===== config.mk =====
export PLATFORM = sky130hd
export DESIGN_NAME = adc_busy_reader
export DESIGN_NICKNAME = d
export VERILOG_FILES = /design/src/rtl/adc_busy_pkg.sv /design/src/rtl/adc_busy_ctrl.sv /design/src/rtl/adc_busy_datapath.sv /design/src/rtl/adc_busy_reader.sv
export SDC_FILE = /design/constraint.sdc
export NUM_CORES = 1
export LEC_CHECK = 0
export CAP_MARGIN = 5
export CORE_MARGIN = 5
export CORE_UTILIZATION = 61
export DETAILED_ROUTE_END_ITERATION = 10
export PLACE_DENSITY = 0.85
export SKIP_CTS_REPAIR_TIMING = 1
export SLEW_MARGIN = 20
export SYNTH_ARGS = -nofsm -noshare
export SYNTH_HDL_FRONTEND = slang
export SYNTH_SLANG_ARGS = --single-unit

===== constraint.sdc =====
create_clock -name clk -period 5.8 [get_ports clk]
set_clock_uncertainty 0.1 [all_clocks]
set_input_delay 0.58 -clock clk [delete_from_list [all_inputs] [get_ports clk]]
set_output_delay 0.58 -clock clk [all_outputs]
set_load 0.02 [all_outputs]

===== src/rtl/adc_busy_pkg.sv =====
`timescale 1ns/1ps
package adc_busy_pkg;

  // Controller phases.
  typedef enum logic [2:0] {
    S_IDLE,
    S_SELSETUP,
    S_CONVSEL,
    S_CONVWAIT,
    S_READ,
    S_DONE,
    S_RELEASE
  } ctrlState_t;

  // Strobes from the control FSM to the datapath.
  typedef struct packed {
    logic clearRead; // reset the serial engine for a new conversion
    logic runSck;    // let the serial clock generator run
    logic publish;   // copy the shift register to the output word
  } dpCtrl_t;

endpackage


===== src/rtl/adc_busy_ctrl.sv =====
`timescale 1ns/1ps
module adc_busy_ctrl
  import adc_busy_pkg::*;
#(
  parameter int TO_W      = 16,
  parameter int SEL_SETUP = 2,
  parameter int SEL_HOLD  = 4,
  parameter int MIN_CONV  = 20,
  parameter int MAX_CONV  = 40
) (
  input  logic            clk,
  input  logic            rstN,
  input  logic            startReq,
  input  logic [TO_W-1:0] timeoutLimit,
  input  logic            sdoLow,
  input  logic            readDone,
  output logic            convOut,
  output logic            selOut,
  output logic            busyOut,
  output logic            timeoutErr,
  output dpCtrl_t         dpCtl
);

  localparam int CNT_W = TO_W + $clog2(MAX_CONV + 1) + 1;

  ctrlState_t state;
  logic [CNT_W-1:0] cnt;
  logic [CNT_W-1:0] limitSum;
  logic convReg;
  logic selReg;
  logic errReg;

  assign limitSum = CNT_W'(MAX_CONV) + CNT_W'(timeoutLimit);

  always_ff @(posedge clk or negedge rstN) begin
    if (!rstN) begin
      state   <= S_IDLE;
      cnt     <= '0;
      convReg <= 1'b0;
      selReg  <= 1'b0;
      errReg  <= 1'b0;
    end else begin
      case (state)
        S_IDLE: begin
          if (startReq) begin
            state  <= S_SELSETUP;
            selReg <= 1'b1;
            errReg <= 1'b0;
            cnt    <= '0;
          end
        end
        S_SELSETUP: begin
          if (cnt == CNT_W'(SEL_SETUP - 1)) begin
            state   <= S_CONVSEL;
            convReg <= 1'b1;
            cnt     <= '0;
          end else begin
            cnt <= cnt + 1'b1;
          end
        end
        S_CONVSEL: begin
          cnt <= cnt + 1'b1;
          if (cnt == CNT_W'(SEL_HOLD - 1)) begin
            selReg <= 1'b0;
            state  <= S_CONVWAIT;
          end
        end
        S_CONVWAIT: begin
          cnt <= cnt + 1'b1;
          if (sdoLow) begin
            state <= S_READ;
          end else if (cnt >= limitSum) begin
            errReg  <= 1'b1;
            convReg <= 1'b0;
            state   <= S_IDLE;
          end
        end
        S_READ: begin
          if (readDone) state <= S_DONE;
        end
        S_DONE: begin
          state <= S_RELEASE;
        end
        S_RELEASE: begin
          convReg <= 1'b0;
          state   <= S_IDLE;
        end
        default: state <= S_IDLE;
      endcase
    end
  end

  always_comb begin
    dpCtl.clearRead = (state == S_IDLE) && startReq;
    dpCtl.runSck    = (state == S_READ);
    dpCtl.publish   = (state == S_DONE);
  end

  assign convOut    = convReg;
  assign selOut     = selReg;
  assign busyOut    = (state != S_IDLE);
  assign timeoutErr = errReg;

  // convert must rise while select is high.
  assert_conv_rise_with_sel_R2: assert property (@(posedge clk) disable iff (!rstN)
    $rose(convReg) |-> selReg);

  // select must fall while convert is held high.
  assert_sel_fall_in_conv_R3: assert property (@(posedge clk) disable iff (!rstN)
    $fell(selReg) |-> convReg);

  // convert stays high whenever the readout engine is running.
  assert_conv_high_reading_R4: assert property (@(posedge clk) disable iff (!rstN)
    dpCtl.runSck |-> (convReg && !selReg));

  // an error is raised only together with dropping convert.
  assert_err_drops_conv_R9: assert property (@(posedge clk) disable iff (!rstN)
    $rose(errReg) |-> (!convReg && !busyOut));

  // select only rises from the idle phase.
  assert_start_only_idle_R10: assert property (@(posedge clk) disable iff (!rstN)
    $rose(selReg) |-> ($past(state) == S_IDLE));

endmodule


===== src/rtl/adc_busy_datapath.sv =====
`timescale 1ns/1ps
module adc_busy_datapath
  import adc_busy_pkg::*;
#(
  parameter int WORD_BITS   = 18,
  parameter int DIV_W       = 8,
  parameter int SYNC_STAGES = 2
) (
  input  logic                 clk,
  input  logic                 rstN,
  input  dpCtrl_t              dpCtl,
  input  logic [DIV_W-1:0]     clkDivHalf,
  input  logic                 sdoIn,
  output logic                 sdoLow,
  output logic                 readDone,
  output logic                 sckOut,
  output logic [WORD_BITS-1:0] dataWord,
  output logic                 dataValid
);

  localparam int TOTAL   = WORD_BITS + 1;
  localparam int PULSE_W = $clog2(TOTAL + 1);

  logic [SYNC_STAGES-1:0] syncReg;
  logic [DIV_W-1:0]       divLimit;
  logic [DIV_W-1:0]       divCnt;
  logic                   sckReg;
  logic [PULSE_W-1:0]     pulseCnt;
  logic [WORD_BITS-1:0]   shiftReg;
  logic [WORD_BITS-1:0]   wordReg;
  logic                   doneReg;
  logic                   validReg;

  // Metastability filter for the busy indication; line idles high.
  always_ff @(posedge clk or negedge rstN) begin
    if (!rstN) syncReg <= '1;
    else       syncReg <= {syncReg[SYNC_STAGES-2:0], sdoIn};
  end
  assign sdoLow = ~syncReg[SYNC_STAGES-1];

  assign divLimit = (clkDivHalf == '0) ? DIV_W'(1) : clkDivHalf;

  always_ff @(posedge clk or negedge rstN) begin
    if (!rstN) begin
      divCnt   <= '0;
      sckReg   <= 1'b0;
      pulseCnt <= '0;
      shiftReg <= '0;
      doneReg  <= 1'b0;
    end else if (dpCtl.clearRead) begin
      divCnt   <= '0;
      sckReg   <= 1'b0;
      pulseCnt <= '0;
      shiftReg <= '0;
      doneReg  <= 1'b0;
    end else if (dpCtl.runSck && !doneReg) begin
      if (divCnt == divLimit - DIV_W'(1)) begin
        divCnt <= '0;
        sckReg <= ~sckReg;
        if (!sckReg) begin
          // rising edge: the first one sees only the busy-low level
          pulseCnt <= pulseCnt + 1'b1;
          if (pulseCnt != '0) shiftReg <= {shiftReg[WORD_BITS-2:0], sdoIn};
        end else if (pulseCnt == PULSE_W'(TOTAL)) begin
          doneReg <= 1'b1;
        end
      end else begin
        divCnt <= divCnt + 1'b1;
      end
    end
  end

  always_ff @(posedge clk or negedge rstN) begin
    if (!rstN) begin
      wordReg  <= '0;
      validReg <= 1'b0;
    end else begin
      validReg <= dpCtl.publish;
      if (dpCtl.publish) wordReg <= shiftReg;
    end
  end

  assign readDone  = doneReg;
  assign sckOut    = sckReg;
  assign dataWord  = wordReg;
  assign dataValid = validReg;

  // clock idles low outside a readout.
  assert_sck_idle_low_R6: assert property (@(posedge clk) disable iff (!rstN)
    !dpCtl.runSck |-> !sckReg);

  // never more pulses than one word plus the busy bit.
  assert_pulse_bound_R6: assert property (@(posedge clk) disable iff (!rstN)
    pulseCnt <= PULSE_W'(TOTAL));

  // valid lasts one cycle.
  assert_valid_single_R8: assert property (@(posedge clk) disable iff (!rstN)
    validReg |=> !validReg);

  // the output word only moves with the valid strobe.
  assert_word_stable_R8: assert property (@(posedge clk) disable iff (!rstN)
    !validReg |-> $stable(wordReg));

endmodule


===== src/rtl/adc_busy_reader.sv =====
`timescale 1ns/1ps
module adc_busy_reader
  import adc_busy_pkg::*;
#(
  parameter int WORD_BITS   = 18,
  parameter int DIV_W       = 8,
  parameter int TO_W        = 16,
  parameter int SEL_SETUP   = 2,
  parameter int SEL_HOLD    = 4,
  parameter int MIN_CONV    = 20,
  parameter int MAX_CONV    = 40,
  parameter int SYNC_STAGES = 2
) (
  input  logic                 clk,
  input  logic                 rstN,
  input  logic                 startReq,
  input  logic [DIV_W-1:0]     clkDivHalf,
  input  logic [TO_W-1:0]      timeoutLimit,
  input  logic                 sdoIn,
  output logic                 convOut,
  output logic                 selOut,
  output logic                 sckOut,
  output logic [WORD_BITS-1:0] dataWord,
  output logic                 dataValid,
  output logic                 busy,
  output logic                 timeoutErr
);

  dpCtrl_t dpCtl;
  logic    sdoLow;
  logic    readDone;

  adc_busy_ctrl #(
    .TO_W      (TO_W),
    .SEL_SETUP (SEL_SETUP),
    .SEL_HOLD  (SEL_HOLD),
    .MIN_CONV  (MIN_CONV),
    .MAX_CONV  (MAX_CONV)
  ) ctrlInst (
    .clk          (clk),
    .rstN         (rstN),
    .startReq     (startReq),
    .timeoutLimit (timeoutLimit),
    .sdoLow       (sdoLow),
    .readDone     (readDone),
    .convOut      (convOut),
    .selOut       (selOut),
    .busyOut      (busy),
    .timeoutErr   (timeoutErr),
    .dpCtl        (dpCtl)
  );

  adc_busy_datapath #(
    .WORD_BITS   (WORD_BITS),
    .DIV_W       (DIV_W),
    .SYNC_STAGES (SYNC_STAGES)
  ) dpInst (
    .clk        (clk),
    .rstN       (rstN),
    .dpCtl      (dpCtl),
    .clkDivHalf (clkDivHalf),
    .sdoIn      (sdoIn),
    .sdoLow     (sdoLow),
    .readDone   (readDone),
    .sckOut     (sckOut),
    .dataWord   (dataWord),
    .dataValid  (dataValid)
  );

endmodule


==> impl_metrics.json, run 1 <==
{
  "status": "finished clean",
  "rows": 32,
  "post-route-period-util": 0.746,
  "antenna_found_initial": 0,
  "die_w_um": 97.5,
  "crit_type": "in2reg",
  "cts_buffers": 9,
  "yosysSeqAreaShare": 0.445,
  "io_buffers": 51,
  "power.leakage_nw": 2.64,
  "synth_top_flop_cell": "dfrtp_1",
  "share_comb_of_total_power": 0.281,
  "vias_per_cell": 5.84,
  "num_io_pins": 52,
  "fin_tns_setup_ps": 0,
  "syn-num-nets": 563,
  "crit_path_end_kind": "register",
  "finalHoldViolCount": 0,
  "dr.pass1.iters": 5,
  "grt_max_degree": 84,
  "place.gp.congestion": 0.918,
  "maxCapViolations": 0,
  "ys_types": 56,
  "clock-sinks": 83,
  "dp_hpwl_um": 7450,
  "diodes": 0,
  "synth-edff-count": 0,
  "place.detailed.instances": 650,
  "fmax_mhz": 231,
  "p_switching_mw": 0.555,
  "total_power_mw": 1.55,
  "p_clk_frac": 0.276,
  "yosys_warnings": 0,
  "grt_setup_unrepaired": "false",
  "hold_ws_ps": 148,
  "clkTransAtPathRegs_ps": 90,
  "crit_path_start_kind": "input port",
  "syn_area_per_cell_um2": 9.15,
  "syn_inst": 511,
  "cp.required_ps": 5940,
  "finalSetupViolCount": 0,
  "p_per_area_nw_per_um2": 284,
  "wirelength_um": 10300,
  "drtIter0Drc": 185,
  "track_usage": 0.228,
  "grt_pass1_wl_um": 18000,
  "clockBufferDepth": 2,
  "fin_cells": 666,
  "root_buffer": "clkbuf_8",
  "tightest_slew_ps": 1130,
  "wire_per_inst_um": 15.4,
  "synth_area_leaders": "dfrtp_1 43%, nand2_1 7.8%, ha_1 6.4%",
  "fin_crit_ps": 4330,
  "synth-seq-cells": 83,
  "overflow": 0,
  "n_fill_cell": 576,
  "via_count": 3887,
  "h-tree-depth": 3,
  "die_h_um": 97.5,
  "final_nets": 611,
  "hp-class": "in2async",
  "area.growth.synth_to_final_pct": 16.9,
  "die_area_um2": 9510,
  "clk_latency_ps": 360,
  "netlist_area_um2": 4670,
  "grt_pass1_vias": 3959,
  "seq_power_share": 0.444,
  "finalMaxSlewViolations": 0,
  "drc": 0,
  "vdd_drop_max_v": 0.000172,
  "layout-drive-gt1-share": 0.0585,
  "async_reset_ff_frac": 1.00,
  "p_int_mw": 0.996,
  "yosys.area.top_type": "dfrtp_1",
  "synth.most_common_cell": "nand2_1",
  "critPathMaxFanout": 19,
  "arrival_ps": 4470,
  "core-area_um2": 7610,
  "antenna_left": 0,
  "synthTopCellsByCount": "97 x nand2_1, 81 x dfrtp_1, 50 x nor2_1",
  "p_sw_frac": 0.358,
  "synth_top_area_share": 0.434,
  "relSlewSlack": 0.247,
  "cts_tree": "done",
  "initial_core_util": 0.614
}
## layout by cell type (no fill, tap or decap), types with 15 or more instances in the layout
| master | count |
|---|---|
| o21ai_0 | 21 |
| mux2i_1 | 18 |
| ha_1 | 24 |
| nor2_1 | 50 |
| and3_1 | 15 |
| nand3_1 | 20 |
| xnor2_1 | 15 |
| inv_1 | 18 |
| a21oi_1 | 17 |
| dfrtp_1 | 81 |
| nand2_1 | 97 |
| xor2_1 | 25 |
| clkdlybuf4s50_1 | 50 |
## worst paths after layout
kind                                        start  cells past startpoint                   to  slack, ps
worst max-delay path                clkDivHalf[2]                     12  dpInst.shiftReg[14]       1470
max in group asynchronous                    rstN                      1     dpInst.divCnt[2]       4950
worst min-delay path                         rstN                      1     ctrlInst.cnt[19]        150
min in group clk                dpInst.syncReg[0]                      0    dpInst.syncReg[1]        260
worst min register to register  dpInst.syncReg[0]                      0    dpInst.syncReg[1]        260
worst max register to register  ctrlInst.state[2]                      6  dpInst.shiftReg[14]       2530
## layer usage
layer | part of all wire | global-route usage
met1 | 0.43 | 0.283
met5 | 0 | 0
met3 | 0.046 | 0.0517
met2 | 0.50 | 0.383
met4 | 0.023 | 0.0916
## sequential cells by signal (all words and copies together) (netlist names)
name / count
dpInst.dataValid: 1
dpInst.sckOut: 1
ctrlInst.convOut: 1
ctrlInst.timeoutErr: 1
dpInst.syncReg: 2
dpInst.dataWord: 18
ctrlInst.selOut: 1
dpInst.pulseCnt: 5
ctrlInst.cnt: 23
dpInst.divCnt: 8
dpInst.shiftReg: 18
dpInst.readDone: 1
ctrlInst.state: 3
## layout make-up
cell class	instances	area [um^2]	share of cell area
multi-input combinational	392	2450	0.448
tap	102	128	0.0234
timing repair buffer	54	534	0.0978
clock inverter	7	80.1	0.0147
clock buffer	9	124	0.0227
sequential	83	2080	0.381
inverter	19	71.3	0.0131
## cells by family (layout without fill, tap and decap cells)
family,Yosys count,after routing,share of synthesized area
AO/OA/AOI/OAI,66,66,0.0921
flip-flops,83,83,0.445
adder cells (fa/ha/maj),24,24,0.0643
multiplexers,19,19,0.0410
AND/OR/NAND/NOR,243,243,0.251
XOR/XNOR,40,40,0.0750
buffers and inverters,36,89,0.0316
## metrics by stage
| stage | util | cell area (um^2) | worst slack (ps) |
|---|---|---|---|
| 4_1_cts | 0.718 | 5460 | 1500 |
| 5_1_grt | 0.718 | 5460 | 1250 |
| 3_3_place_gp | 0.691 | 5260 | 1250 |
| 3_5_place_dp | 0.691 | 5260 | 1160 |
| 6_report | 0.718 | 5460 | 1470 |
| 2_1_floorplan | - | 4670 | 2580 |
## worst max-delay path, stage by stage
cell and delay (ps):
clkdlybuf4s50_1 490, or4_4 590, o41ai_4 240, inv_1 80, ha_1 320, xnor2_1 130
a21o_1 150, a311oi_1 180, and4_1 320, nand3_1 810, mux2i_1 470, nor2_1 90
## power by group through the flow
| stage | combinational (mW) | clock [mW] | sequential (mW) |
|---|---|---|---|
| after floorplan | 0.301 | 0 | 0.676 |
| after global placement | 0.413 | 0 | 0.696 |
| after detailed placement | 0.432 | 0 | 0.697 |
| after CTS | 0.435 | 0.435 | 0.686 |
| after global routing | 0.487 | 0.457 | 0.699 |
| final | 0.435 | 0.428 | 0.688 |
Note: power is estimated with default switching activity, not from simulation.
==> inputs of run 2 (changes only) <==
- CORE_UTILIZATION: 61 -> 51
- PLACE_DENSITY: 0.85 -> 0.76
- clock period: 5.8 -> 3.95 ns (I/O delays scaled with it)
==> run 2 against run 1 <==
- the flow now finishes with violations (hold timing)
- die area up 18%
- critical path depth unchanged
- non-clock buffer count up 1
- hold slack worse by 190 ps
- register-to-register slack worse by 1500 ps
- utilization down 12 points
- via count down 0.85%
- cell area about the same
- combinational power up 47%
- highest routed layer unchanged
==> impl_metrics.json, run 2 (synthesis results as in run 1) <==
{
  "status": "complete, but fails checks",
  "violations": "hold timing",
  "n_fill_cell": 755,
  "grt_max_degree": 84,
  "finalWorstSetupSlack_ps": 521,
  "die_h_um": 106,
  "regMostFlops": "ctrlInst.cnt",
  "final_cell_area_um2": 5460,
  "place.detailed.instances": 660,
  "clockBufferDepth": 2,
  "fin_crit_ps": 3430,
  "via_count": 3854,
  "crit_path_start_kind": "input port",
  "antenna_found_initial": 0,
  "largest_reg_flops": 23,
  "root_buffer": "clkbuf_8",
  "finalHoldViolCount": 27,
  "ff2ff_setup_slack_ps": 1050,
  "final_nets": 612,
  "hold_ws_ps": -40.5,
  "finalSetupViolCount": 0,
  "clk_latency_ps": 350,
  "dp_hpwl_um": 7340,
  "mostFrequentLayoutCell": "nand2_1",
  "diodes": 0,
  "finalMaxSlewViolations": 0,
  "post-route-period-util": 0.868,
  "cts_tree": "done",
  "arrival_ps": 3540,
  "wire_per_inst_um": 15.0,
  "post-place-ws_ps": 140,
  "fmax_mhz": 292,
  "regArea_um2": 2080,
  "cts_buffers": 9,
  "power.leakage_nw": 2.63,
  "wirelength_um": 10100,
  "place_area_um2": 5270,
  "drc": 0,
  "crit_type": "in2reg",
  "place.gp.congestion": 0.819,
  "cp.required_ps": 4060,
  "grt_pass1_wl_um": 17700,
  "rows": 35,
  "final_cell_mix": "97 x nand2_1, 81 x dfrtp_1, 50 x nor2_1, 50 x clkdlybuf4s50_1, 25 x xor2_1",
  "crit_path_end_kind": "register",
  "clkTransAtPathRegs_ps": 90,
  "layout-drive-gt1-share": 0.0602,
  "p_per_area_nw_per_um2": 406,
  "io_buffers": 51,
  "vias_per_cell": 5.70,
  "area.growth.synth_to_final_pct": 16.9,
  "overflow": 0,
  "initial_core_util": 0.516,
  "fin_cells": 676,
  "tightest_slew_ps": 727,
  "die_area_um2": 11200,
  "fin_tns_setup_ps": 0,
  "multi_input_area_um2": 2450,
  "grt_setup_unrepaired": "false",
  "clock-sinks": 83,
  "hp-class": "in2async",
  "core-area_um2": 9060,
  "rr_worst_depth": 7,
  "dr.pass1.iters": 5,
  "critPathMaxFanout": 7,
  "drtIter0Drc": 314,
  "r2r-end": "ctrlInst.cnt[21]",
  "reg2reg_from": "ctrlInst.state[0]",
  "relSlewSlack": 0.515,
  "vdd_drop_max_v": 0.000254,
  "num_io_pins": 52,
  "antenna_left": 0,
  "h-tree-depth": 3,
  "grt_pass1_vias": 3814,
  "maxCapViolations": 0,
  "die_w_um": 106,
  "track_usage": 0.192
}
[run 2: worst max-delay path by stage]
stage	cells past startpoint	to	start	slack (ps)
finish	12	dpInst.divCnt[2]	clkDivHalf[2]	520
global route	12	dpInst.divCnt[2]	clkDivHalf[2]	270
CTS	12	dpInst.divCnt[2]	clkDivHalf[2]	540
detailed placement	12	dpInst.divCnt[6]	clkDivHalf[2]	140
global placement	12	dpInst.readDone	clkDivHalf[3]	250
floorplan	11	dpInst.pulseCnt[4]	clkDivHalf[3]	910
[run 2: layout make-up]
type | instances | area share
Timing Repair Buffer | 55 | 0.0992
Multi-Input combinational cell | 392 | 0.448
Inverter | 19 | 0.0131
Tap cell | 111 | 0.0254
Clock inverter | 7 | 0.0110
Clock buffer | 9 | 0.0227
Sequential cell | 83 | 0.381
[run 2: critical path, cell delays in order]
cell,delay (ps)
clkdlybuf4s50_1,480
or4_4,580
o41ai_4,240
inv_1,80
ha_1,300
xnor2_1,130
a21o_1,160
a311oi_1,180
and4_1,320
nand2_1,140
nor2_1,430
nor3_1,110
[run 2: where the power goes]
part / total, mW / switching (mW) / internal (mW)
clock network: 0.569 / 0.330 / 0.239
registers: 1.01 / 0.103 / 0.907
logic: 0.640 / 0.386 / 0.254
[run 2: metal layers]
layer,part of all wire,routed length (um),global-route usage,vias up
li1,-,-,-,1879
met1,0.46,4650,0.255,1888
met2,0.50,5040,0.322,77
met3,0.032,319,0.0331,10
met4,0.010,104,0.0546,0
met5,0,0,0,-
[run 2: per-stage QoR]
stage | utilization | hold slack [ps] | power, mW
floorplan | - | -0.591 | 1.43
global placement | 0.582 | 246 | 1.64
detailed placement | 0.582 | 248 | 1.66
CTS | 0.602 | 152 | 2.23
global route | 0.602 | 34.4 | 2.37
finish | 0.602 | -40.5 | 2.22
==> inputs of run 3 (changes only) <==
- TNS_END_PERCENT: not set -> 5
==> results of run 3 <==
No change in the layout: final DEF, timing and power equal those of run 2.
